===== src/rtl/pirq_pkg.sv =====
package pirq_pkg;
  // register function code, taken from address bits [4:2]
  typedef enum logic [2:0] {
    FN_ENABLE = 3'd0,
    FN_STATUS = 3'd1,
    FN_EDGE   = 3'd2,
    FN_POLAR  = 3'd3,
    FN_HOLD   = 3'd4,
    FN_FALL   = 3'd5,
    FN_RISE   = 3'd6
  } pirq_fn_e;

  localparam int unsigned HALVES = 2;
  localparam int unsigned ADDR_W = 5;   // byte address width, bit 0 not carried
endpackage


===== src/rtl/pirq_sync.sv =====
module pirq_sync #(
  parameter int unsigned W      = 16,
  parameter int unsigned STAGES = 2
) (
  input  logic         clk,
  input  logic         rst_n,
  input  logic [W-1:0] din,
  output logic [W-1:0] dout
);
  logic [STAGES-1:0][W-1:0] stage_q, stage_d;

  always_comb begin
    stage_d[0] = din;
    for (int k = 1; k < int'(STAGES); k++) stage_d[k] = stage_q[k-1];
  end

  always_ff @(posedge clk or negedge rst_n) begin
    if (!rst_n) stage_q <= '0;
    else        stage_q <= stage_d;
  end

  assign dout = stage_q[STAGES-1];
endmodule


===== src/rtl/pirq_half.sv =====
module pirq_half #(
  parameter int unsigned W = 16
) (
  input  logic         clk,
  input  logic         rst_n,
  input  logic [W-1:0] pin_s,
  input  logic [W-1:0] edge_mode,
  input  logic [W-1:0] polar,
  input  logic [W-1:0] hold,
  input  logic [W-1:0] fall_pick,
  input  logic [W-1:0] rise_pick,
  input  logic [W-1:0] clr,
  output logic [W-1:0] status_q
);
  logic [W-1:0] prev_q, prev_d, status_d;
  logic [W-1:0] rise_hit, fall_hit, lvl, evt, held;

  always_comb begin
    rise_hit = pin_s & ~prev_q & rise_pick;
    fall_hit = ~pin_s & prev_q & fall_pick;
    lvl      = ~(pin_s ^ polar);
    evt      = (edge_mode & (rise_hit | fall_hit)) | (~edge_mode & lvl);
    held     = edge_mode & hold;
    // a fresh event wins over a clearing write on the same bit
    status_d = evt | (held & status_q & ~clr);
    prev_d   = pin_s;
  end

  always_ff @(posedge clk or negedge rst_n) begin
    if (!rst_n) begin
      prev_q   <= '0;
      status_q <= '0;
    end else begin
      prev_q   <= prev_d;
      status_q <= status_d;
    end
  end

  assert_hold_stays_R6: assert property (@(posedge clk) disable iff (!rst_n)
    (($past(status_q & held & ~clr) & ~status_q) == '0));

  assert_event_wins_R8: assert property (@(posedge clk) disable iff (!rst_n)
    (($past(evt) & ~status_q) == '0));

  assert_through_drops_R7: assert property (@(posedge clk) disable iff (!rst_n)
    ((status_q & ~$past(held) & ~$past(evt)) == '0));

  assert_level_follow_R4: assert property (@(posedge clk) disable iff (!rst_n)
    (($past(~edge_mode) & (status_q ^ $past(lvl))) == '0));
endmodule


===== src/rtl/pirq_prio.sv =====
module pirq_prio #(
  parameter int unsigned N  = 32,
  parameter int unsigned IW = $clog2(N)
) (
  input  logic          clk,
  input  logic          rst_n,
  input  logic [N-1:0]  req,
  output logic          valid,
  output logic [IW-1:0] idx
);
  always_comb begin
    valid = |req;
    idx   = '0;
    for (int i = int'(N) - 1; i >= 0; i--) begin
      if (req[i]) idx = IW'(i);
    end
  end

  assert_pick_pending_R10: assert property (@(posedge clk) disable iff (!rst_n)
    valid |-> req[idx]);

  assert_pick_lowest_R10: assert property (@(posedge clk) disable iff (!rst_n)
    valid |-> ((req & ((N'(1) << idx) - N'(1))) == '0));

  assert_idle_empty_R9: assert property (@(posedge clk) disable iff (!rst_n)
    !valid |-> (idx == '0));
endmodule


===== src/rtl/pin_irq_ctrl.sv =====
module pin_irq_ctrl
  import pirq_pkg::*;
#(
  parameter  int unsigned HALF_W      = 16,
  parameter  int unsigned SYNC_STAGES = 2,
  localparam int unsigned NPIN        = HALVES * HALF_W,
  localparam int unsigned PIN_IW      = $clog2(NPIN)
) (
  input  logic              clk,
  input  logic              rst_n,
  input  logic [NPIN-1:0]   pin_in,
  input  logic              bus_wr,
  input  logic [ADDR_W-1:1] bus_addr,
  input  logic [HALF_W-1:0] bus_wdata,
  output logic [HALF_W-1:0] bus_rdata,
  output logic              irq_out,
  output logic              irq_valid,
  output logic [PIN_IW-1:0] irq_pin
);
  // reset: asserted asynchronously, released after two clock edges
  logic [1:0] rst_pipe_q;
  logic       core_rst_n;

  always_ff @(posedge clk or negedge rst_n) begin
    if (!rst_n) rst_pipe_q <= '0;
    else        rst_pipe_q <= {rst_pipe_q[0], 1'b1};
  end
  assign core_rst_n = rst_pipe_q[1];

  // address decode
  pirq_fn_e fn;
  logic     half;
  assign fn   = pirq_fn_e'(bus_addr[ADDR_W-1:2]);
  assign half = bus_addr[1];

  // configuration registers, one word per half
  logic [HALVES-1:0][HALF_W-1:0] en_q,   en_d;
  logic [HALVES-1:0][HALF_W-1:0] edge_q, edge_d;
  logic [HALVES-1:0][HALF_W-1:0] pol_q,  pol_d;
  logic [HALVES-1:0][HALF_W-1:0] hold_q, hold_d;
  logic [HALVES-1:0][HALF_W-1:0] fall_q, fall_d;
  logic [HALVES-1:0][HALF_W-1:0] rise_q, rise_d;
  logic [HALVES-1:0][HALF_W-1:0] clr_mask;
  logic [HALVES-1:0][HALF_W-1:0] status_w;

  always_comb begin
    en_d     = en_q;
    edge_d   = edge_q;
    pol_d    = pol_q;
    hold_d   = hold_q;
    fall_d   = fall_q;
    rise_d   = rise_q;
    clr_mask = '0;
    if (bus_wr) begin
      unique case (fn)
        FN_ENABLE: en_d[half]     = bus_wdata;
        FN_STATUS: clr_mask[half] = bus_wdata;
        FN_EDGE:   edge_d[half]   = bus_wdata;
        FN_POLAR:  pol_d[half]    = bus_wdata;
        FN_HOLD:   hold_d[half]   = bus_wdata;
        FN_FALL:   fall_d[half]   = bus_wdata;
        FN_RISE:   rise_d[half]   = bus_wdata;
        default: ;
      endcase
    end
  end

  always_ff @(posedge clk or negedge core_rst_n) begin
    if (!core_rst_n) begin
      en_q   <= '0;
      edge_q <= '0;
      pol_q  <= '1;
      hold_q <= '0;
      fall_q <= '0;
      rise_q <= '0;
    end else begin
      en_q   <= en_d;
      edge_q <= edge_d;
      pol_q  <= pol_d;
      hold_q <= hold_d;
      fall_q <= fall_d;
      rise_q <= rise_d;
    end
  end

  always_comb begin
    unique case (fn)
      FN_ENABLE: bus_rdata = en_q[half];
      FN_STATUS: bus_rdata = status_w[half];
      FN_EDGE:   bus_rdata = edge_q[half];
      FN_POLAR:  bus_rdata = pol_q[half];
      FN_HOLD:   bus_rdata = hold_q[half];
      FN_FALL:   bus_rdata = fall_q[half];
      FN_RISE:   bus_rdata = rise_q[half];
      default:   bus_rdata = '0;
    endcase
  end

  // input synchronisation
  logic [NPIN-1:0] pin_s;

  pirq_sync #(.W(NPIN), .STAGES(SYNC_STAGES)) u_sync (
    .clk  (clk),
    .rst_n(core_rst_n),
    .din  (pin_in),
    .dout (pin_s)
  );

  // per-half event detection and status
  for (genvar h = 0; h < int'(HALVES); h++) begin : g_half
    pirq_half #(.W(HALF_W)) u_half (
      .clk      (clk),
      .rst_n    (core_rst_n),
      .pin_s    (pin_s[h*HALF_W +: HALF_W]),
      .edge_mode(edge_q[h]),
      .polar    (pol_q[h]),
      .hold     (hold_q[h]),
      .fall_pick(fall_q[h]),
      .rise_pick(rise_q[h]),
      .clr      (clr_mask[h]),
      .status_q (status_w[h])
    );
  end

  // request combining and pin selection
  logic [NPIN-1:0] pending;
  assign pending = status_w & en_q;

  pirq_prio #(.N(NPIN), .IW(PIN_IW)) u_prio (
    .clk  (clk),
    .rst_n(core_rst_n),
    .req  (pending),
    .valid(irq_valid),
    .idx  (irq_pin)
  );

  assign irq_out = irq_valid;

  assert_enable_gates_R9: assert property (@(posedge clk) disable iff (!core_rst_n)
    irq_out |-> en_q[irq_pin / HALF_W][irq_pin % HALF_W]);
endmodule


===== config.mk =====
export PLATFORM = sky130hd
export DESIGN_NAME = pin_irq_ctrl
export DESIGN_NICKNAME = d
export VERILOG_FILES = /design/src/rtl/pirq_pkg.sv /design/src/rtl/pirq_sync.sv /design/src/rtl/pirq_half.sv /design/src/rtl/pirq_prio.sv /design/src/rtl/pin_irq_ctrl.sv
export SDC_FILE = /design/constraint.sdc
export NUM_CORES = 1
export LEC_CHECK = 0
export BUFFER_PORTS_ARGS = -buffer_cell sky130_fd_sc_hd__clkbuf_2
export CAP_MARGIN = 0
export CORE_ASPECT_RATIO = 1.2
export CORE_MARGIN = 3
export CORE_UTILIZATION = 39
export CTS_CLUSTER_DIAMETER = 80
export DETAILED_ROUTE_END_ITERATION = 10
export GPL_TIMING_DRIVEN = 0
export PLACE_DENSITY_LB_ADDON = 0.25
export SYNTH_ARGS = -nofsm -noshare
export SYNTH_HDL_FRONTEND = slang
export SYNTH_SLANG_ARGS = --single-unit

===== constraint.sdc =====
create_clock -name clk -period 12.93 [get_ports clk]
set_clock_uncertainty 0.15 [all_clocks]
set_input_delay 1.293 -clock clk [delete_from_list [all_inputs] [get_ports clk]]
set_output_delay 1.293 -clock clk [all_outputs]
set_load 0.005 [all_outputs]

==> results_dict.tcl <==
set metrics [dict create \
    startpoint "bus_addr[2]" \
    start_kind "primary input" \
    grt_pass1_vias 10100 \
    worstSkewPairLatency_ns 0.53 \
    path_cells "clkbuf_2 -> buf_2 -> nand3b_1 -> clkbuf_1 -> o22ai_1 -> or4_1 -> clkbuf_2" \
    cts_sinks 322 \
    path_clk_slew_ns 0.06 \
    status "finished clean" \
    rows 76 \
    power_leakage_nw 7.25 \
    yosys_warnings 0 \
    grt_pass1_wl_um 63400 \
    io_pins 78 \
    cts_buffer_depth 3 \
    cts_tree "built" \
    synth_top_area_share_pct 50.8 \
    die-area_um2 39000 \
    hold_viol 0 \
    synth_commonest_cells "290 x dfrtp_1, 181 x mux2_2, 96 x nand2_1, 96 x o21ai_0, 80 x mux2i_1" \
    fp.dieW_um 181 \
    cts_root_buf "clkbuf_16" \
    worst_slew_pin_slew_ns 1.26 \
    wl_per_cell_um 24.0 \
    yosys.cell_types.count 58 \
    cp_num_buf_inv 4 \
    setup_violations 0 \
    io_buffers 74 \
    max_slew_margin_pct 15.7 \
    finalWeightedCongestion 0.891 \
    cp_slowest_cell "clkbuf_1" \
    synth-edff-count 0 \
    diodes 0 \
    start_util_pct 39.6 \
    max_cap_viol_count 0 \
    hp-class "flip-flop to asynchronous set/reset pin" \
    rsz0062_at_grt "false" \
    drive_gt1_share_pct 31.9 \
    reg2reg_from "rst_pipe_q[1]" \
    overflow 0 \
    peakVddDrop_mv 0.113 \
    synthesis.nets 1196 \
    finalCriticalPeriod_ns 5.43 \
    firstDrtPassIters 4 \
    yosysSeqAreaShare_pct 56.7 \
    wl_um 42100 \
    power_w 0.00296 \
    synthTopCellsByArea "dfrtp_1 51%, mux2_2 14%, dfstp_2 5.9%" \
    holdBufCountCts 0 \
    grt_usage_pct 21.4 \
    worstPathArrival_ns 3.98 \
    dr.first_iter.drc_count 726 \
    cts_buffers 36 \
    route.antenna.remaining_nets 0 \
    post-place-ws_ns 7.61 \
    post-cts-setup-buffers 0 \
    cpMostUsedCell "clkbuf_2" \
    fin_crit_sh_pct 42.0 \
    p_sw_w 0.000871 \
    cts_max_level 2 \
    cp_top_family "buffers and inverters" \
    avgViaCountPerCell 5.60 \
    grt_max_degree 70 \
    power-per-cell-area_nw_per_um2 179 \
    timing.fmax_ghz 0.184 \
    path_max_fanout 10 \
    slew_viol_final 0 \
    drcViolationCount 0 \
    cpPeakStageDelay_ns 0.93 \
    async_flop_share_pct 100 \
    critical_path_class "primary input to output port" \
    syn_area_um2 14300 \
    pwr-share-comb_pct 17.9 \
    synthCells 1141 \
    nets 1313 \
    seq_power_share_pct 47.9 \
    ys_seq_elements 322 \
    num_vias 9831 \
    synth_ff_type "dfrtp_1" \
    post-synth-top-count-cell "dfrtp_1" \
    dpl.hpwl_um 28200 \
    pwr-share-clk_pct 34.2 \
    antenna_found_initial 1 \
    syn2layout_area_growth_pct 15.9 \
    avgSynthCellArea_um2 12.5 \
    die_h_um 216 \
    cts_resized 0 \
    p_sw_share_pct 29.4 \
    synth_largest_area_cell "dfrtp_1" \
    setup_ws_ns 7.50 \
    endpoint_kind "output port" \
    design.core.area_um2 36000 \
    required_ns 11.49 \
    p_int_w 0.00209 \
]
-- worst paths after layout --
check / endpoint / slack (ns) / cells after the start
hold / removal: u_sync.stage_d[56] / 0.16 / 0
max in group asynchronous: pol_q[19] / 11.38 / 2
setup / recovery: bus_rdata[5] / 7.50 / 7
hold reg to reg: u_sync.stage_d[56] / 0.16 / 0
min in group clk: u_sync.dout[23] / 0.20 / 0
setup reg to reg: pol_q[19] / 11.38 / 2
-- sequential cells by signal (all words and copies together), names as in the netlist --
register,flops
u_sync.dout,32
g_half.u_half.status_q,32
edge_q,32
u_sync.stage_d,32
rise_q,32
rst_pipe_q,2
pol_q,32
hold_q,32
g_half.u_half.prev_q,32
fall_q,32
en_q,32
-- through the flow --
stage / TNS (ns) / hold slack, ns / cell area [µm²] / instances / utilization (%)
after floorplan: 0 / 0.181 / 14300 / 1141 / -
after global routing: 0 / 0.201 / 16500 / 1754 / 45.9
after CTS: 0 / 0.189 / 16500 / 1754 / 45.9
after detailed placement: 0 / 0.179 / 15400 / 1688 / 42.7
final: 0 / 0.163 / 16500 / 1754 / 45.9
after global placement: -204.32 / 0.182 / 15200 / 1683 / 42.3
-- placed cells by master, fill, tap and decap left out, types with 22 or more instances in the layout --
master	n
dfrtp_1	289
mux2_2	181
nand2_1	96
o21ai_0	96
mux2i_1	80
clkbuf_2	74
a21oi_1	53
clkbuf_16	37
nand3b_1	34
clkbuf_1	34
xor2_1	32
dfstp_2	32
o22ai_1	31
buf_2	25
nor2_1	24
a22oi_1	22
-- cell families after synthesis --
kind of cell	Yosys count	share of synthesized area [%]
xor gates and xnor gates	32	1.96
other	1	0.0263
buffers and inverters	65	2.43
and+or+nand+nor	205	7.54
AOI/OAI and AO/OA	243	10.2
muxes	273	21.2
DFF	322	56.7
-- power by group through the flow --
stage          Clock (W)  Combinational [W]  Sequential [W]
6_report         0.00101           0.000532         0.00142
2_1_floorplan          0           0.000375         0.00137
5_1_grt          0.00108           0.000591         0.00144
4_1_cts          0.00104           0.000531         0.00141
3_3_place_gp           0           0.000494         0.00144
3_5_place_dp           0           0.000528         0.00143
-- per-layer routing --
metal | track usage (%) | vias to the layer above | wire, µm
met1 | 28.8 | 5057 | 18200
met5 | 0 | - | 13
met2 | 34.5 | 289 | 20100
met3 | 3.96 | 90 | 2300
li1 | - | 4393 | -
met4 | 8.19 | 2 | 1510
-- area by class of cell --
| cell class | instances | area [µm²] |
|---|---|---|
| inverters | 1 | 3.75 |
| plain buffers | 64 | 343 |
| clock inverters | 9 | 77.6 |
| clock buffers | 57 | 1090 |
| flip-flops and latches | 322 | 8100 |
| multi-input cells | 754 | 5840 |
| repair buffers | 79 | 508 |
| well taps | 468 | 586 |
| fillers | 3345 | 19500 |
Note: power is estimated with default switching activity, not from simulation.
